$ cat src/rtl/tick_cmp_irq.sv
module tick_cmp_irq #(
  parameter int CNT_W = 63
) (
  input  logic             clk,
  input  logic             rst_n,
  input  logic             cmp_wr_en,
  input  logic             cmp_wr_sel,
  input  logic [CNT_W:0]   cmp_wr_data,
  input  logic             cmp_rd_sel,
  output logic [CNT_W:0]   cmp_rd_data,
  input  logic [CNT_W-1:0] tick_cnt,
  input  logic             thread_halted,
  output logic             sup_match,
  output logic             hyp_match
);
  localparam int CMP_W = CNT_W + 1;
  localparam logic [CMP_W-1:0] CMP_RST = {1'b1, {CNT_W{1'b0}}};

  logic [CMP_W-1:0] sup_cmp, hyp_cmp;
  logic [CNT_W-1:0] tick_prev;

  wire cnt_moved  = tick_cnt != tick_prev;
  wire sup_wr     = cmp_wr_en && !cmp_wr_sel;
  wire hyp_wr     = cmp_wr_en &&  cmp_wr_sel;

  wire sup_arrive = cnt_moved && !sup_cmp[CNT_W] && (tick_cnt == sup_cmp[CNT_W-1:0]);
  wire hyp_arrive = cnt_moved && !hyp_cmp[CNT_W] && (tick_cnt == hyp_cmp[CNT_W-1:0]);

  assign cmp_rd_data = cmp_rd_sel ? hyp_cmp : sup_cmp;

  always_ff @(posedge clk) begin
    if (!rst_n) begin
      sup_cmp   <= CMP_RST;
      hyp_cmp   <= CMP_RST;
      tick_prev <= '0;
      sup_match <= 1'b0;
      hyp_match <= 1'b0;
    end else begin
      tick_prev <= tick_cnt;
      if (sup_wr) sup_cmp <= cmp_wr_data;
      if (hyp_wr) hyp_cmp <= cmp_wr_data;
      sup_match <= sup_arrive && !sup_wr;
      hyp_match <= hyp_arrive && !hyp_wr && !thread_halted;
    end
  end


  sup_disabled_chk: assert property (@(posedge clk) disable iff (!rst_n)
    sup_match |-> !$past(sup_cmp[CNT_W]));


  hyp_disabled_chk: assert property (@(posedge clk) disable iff (!rst_n)
    hyp_match |-> !$past(hyp_cmp[CNT_W]));


  sup_cancel_chk: assert property (@(posedge clk) disable iff (!rst_n)
    (cmp_wr_en && !cmp_wr_sel) |=> !sup_match);


  hyp_cancel_chk: assert property (@(posedge clk) disable iff (!rst_n)
    (cmp_wr_en && cmp_wr_sel) |=> !hyp_match);


  hyp_halt_chk: assert property (@(posedge clk) disable iff (!rst_n)
    hyp_match |-> !$past(thread_halted));


  sup_moved_chk: assert property (@(posedge clk) disable iff (!rst_n)
    sup_match |-> (tick_prev != $past(tick_prev)));


  sup_value_chk: assert property (@(posedge clk) disable iff (!rst_n)
    sup_match |-> (tick_prev == $past(sup_cmp[CNT_W-1:0])));
endmodule

$ cat config.mk
export PLATFORM = sky130hd
export DESIGN_NAME = tick_cmp_irq
export DESIGN_NICKNAME = d
export VERILOG_FILES = /design/src/rtl/tick_cmp_irq.sv
export SDC_FILE = /design/constraint.sdc
export NUM_CORES = 1
export LEC_CHECK = 0
export ABC_AREA = 0
export BUFFER_PORTS_ARGS = -buffer_cell sky130_fd_sc_hd__buf_4
export CORE_MARGIN = 3
export CORE_UTILIZATION = 30
export CTS_CLUSTER_DIAMETER = 40
export DETAILED_ROUTE_END_ITERATION = 8
export PLACE_DENSITY = 0.57
export SLEW_MARGIN = 25
export SYNTH_ARGS = -nofsm -noshare
export SYNTH_HDL_FRONTEND = slang
export SYNTH_SLANG_ARGS = --single-unit
$ cat constraint.sdc
create_clock -name clk -period 3.2 [get_ports clk]
set_input_delay 0.48 -clock clk [delete_from_list [all_inputs] [get_ports clk]]
set_output_delay 0.48 -clock clk [all_outputs]
set_load 0.02 [all_outputs]
==> metrics.txt <==
Area contributors post-synth=dfxtp_1 42%, nand2_1 10%, a21boi_1 9.5%; critical path launch point type=input port; cell count after placement=1571; layout cell share with drive strength beyond 1=0.2589; Seq/Total Area, Yosys=0.4164; # clock sinks=193; Final ANT Viol Nets=0; Via-to-Cell Ratio=4.777; Hold Crit Class=in2reg; post-route minimum period=2239 ps; Layout Nets=1333; initial drt markers=485; grt ovf=0; Root Buffer=clkbuf_16; worst vdd ir=0.3824 mV; Ys Warns=0; Final period util=0.6998; deepest clock path buffer count=2; syn_nets=1164; die footprint=33080 um^2; Finished Cell Area=11720 um^2; synthesized cell area=9279 um^2; IO Count=199; Clock transition at path regs=70 ps; starting density of the core=0.3090; library cells used by synthesis=30; dominant register cell in the synthesized netlist=dfxtp_1; Routed WL=34020 um; GRT Max-Usage Layer=met2; FFs w/ async S/R, synth=0; worst path arrival time=1760 ps; vias in the first global route=7753; Rel. slew slack=0.4171; met3 Resource Use GR=0.05008; actual slew at the worst max-slew pin=874.4 ps; RD Place Congestion=0.9514; Seq cells post-synth=193; P per Cell Area=494.8 nW/um^2; Setup TNS=0 ps; Crit. End Element=primary output; Placed Area=11120 um^2; dpl hpwl=26220 um; Worst-Skew Late Latency=440 ps; final std cells w/o fill=1603; # diodes=0; worst setup path category=in2out; Max-Cap Viols=0; via count=7657; Synth Area per Inst=9.000 um^2; WP data required=2720 ps; post_cts resized=0; # hold bufs at CTS=0; Area Growth Syn to Fin=26.35%; outcome=finished clean; Syn Inst Count=1031; CTS tree=built; clk_skew=10.11 ps; unrepaired setup endpoints after global routing=no; Placeable Area=30030 um^2; wire length per cell=21.22 um; slowest CP cell=buf_4; first-pass GRT wire length=49680 um; Worst Path Max Fanout=64; M2 GR Usage=0.3262; top-count cell post-synth=nand2_1; Die W=181.9 um; # fillers=3068; Synth top area share=0.4164; first-pass detailed-route iteration total=5; GR Layer Usage met1=0.2662; GRT Total Usage=0.2010; Commonest cells post-synth=257 x nand2_1, 193 x dfxtp_1, 118 x a21boi_1; leading area contributor after synthesis=dfxtp_1; critical-path cell list=buf_4 > mux2_2 > buf_4; multi-input logic area=5166 um^2; antenna violations before repair=1; final-report hold violation count=0; Slew Viols, Final=0; pin count of the biggest net entering global routing=68; # Post-CTS Setup Buffers=0; DRC viols=0; Leakage Power=4.781 nW; Die Ht=181.9 um; H-tree depth=4; upper clock frequency limit=0.4465 GHz; final setup vio count=0; CP peak stage delay=650 ps; area occupied by registers=3864 um^2; Post-synth EDFFs=0; number of buffers created by CTS=17; Site Rows=63; most frequent CP cell=buf_4; count of input and output buffers=198
[registers in the layout, indices dropped and copies added, names as in the netlist]
register and flops:
hyp_cmp 64, sup_cmp 64, tick_prev 63, hyp_match 1, sup_match 1
[worst max-delay path, delay by kind of cell]
| kind | cells | cell delay [ps] |
|---|---|---|
| buffers and inverters | 2 | 810 |
| muxes | 1 | 420 |
[cell usage in the layout, fill, tap and decap left out]
| cell | count |
|---|---|
| a211o_1 | 1 |
| a21boi_0 | 8 |
| a21boi_1 | 118 |
| a221oi_2 | 1 |
| a22o_1 | 3 |
| and2_1 | 62 |
| and2_2 | 2 |
| buf_12 | 1 |
| buf_4 | 205 |
| bufinv_16 | 2 |
| clkbuf_16 | 17 |
| clkbuf_8 | 1 |
| clkinv_2 | 1 |
| clkinv_4 | 2 |
| clkinvlp_4 | 1 |
| dfxtp_1 | 193 |
| inv_1 | 10 |
| inv_2 | 2 |
| inv_6 | 7 |
| inv_8 | 1 |
| mux2_2 | 64 |
| nand2_1 | 256 |
| nand2_2 | 1 |
| nand2b_2 | 1 |
| nand3_1 | 3 |
| nand4_1 | 29 |
| nand4b_1 | 1 |
| nor2b_4 | 1 |
| nor3_1 | 1 |
| nor4_1 | 28 |
| nor4_2 | 3 |
| nor4_4 | 1 |
| o21ai_0 | 1 |
| o22ai_1 | 4 |
| o2bb2ai_1 | 3 |
| or3_1 | 1 |
| xnor2_1 | 88 |
| xor2_1 | 89 |
[cells by family (layout without fill, tap and decap cells)]
| logic type | count (synthesis) | count (layout) | synth area share |
|---|---|---|---|
| and+or+nand+nor | 390 | 390 | 0.1971 |
| DFF | 193 | 193 | 0.4164 |
| xor gates and xnor gates | 177 | 177 | 0.1671 |
| AOI/OAI and AO/OA | 139 | 139 | 0.1134 |
| buffers and inverters | 68 | 250 | 0.02832 |
| muxes | 64 | 64 | 0.07767 |
[per-stage QoR]
step           power, mW  utilization  setup slack [ps]  hold slack (ps)
3_5_place_dp       3.616       0.3703             949.2            468.3
6_report           5.800       0.3904             960.5            266.8
4_1_cts            5.836       0.3904             944.2            251.1
5_1_grt            6.006       0.3904             867.8            278.3
2_1_floorplan      3.141            -              1323            444.6
3_3_place_gp       3.608       0.3703              1001            471.5
[layout make-up]
cell class,instances,area share
Clock buffer,18,0.03746
Clock inverter,14,0.01387
Inverter,12,0.003842
Multi-Input combinational cell,770,0.4407
Sequential cell,193,0.3296
Tap cell,390,0.04162
Timing Repair Buffer,206,0.1330
[path summary, 6_finish.rpt]
kind / startpoint / endpoint / slack [ps] / cells after the start
worst max-delay path: cmp_rd_sel / cmp_rd_data[19] / 960 / 3
worst min-delay path: cmp_wr_data[63] / sup_cmp[63] / 270 / 3
worst max register to register: sup_cmp[34] / sup_match / 1320 / 5
worst min register to register: hyp_cmp[58] / hyp_cmp[58] / 480 / 2
[power by group]
| group | internal [mW] | switching, mW |
|---|---|---|
| logic | 0.424 | 0.506 |
| registers | 2.52 | 0.113 |
| clock network | 1.20 | 1.04 |
| total | 4.14 | 1.66 |
[metal layers]
metal	vias to the layer above	routed length, um
li1	3751	-
met1	3655	15000
met2	216	15920
met3	33	2294
met4	2	781
met5	-	20
Note: power is estimated with default switching activity, not from simulation.
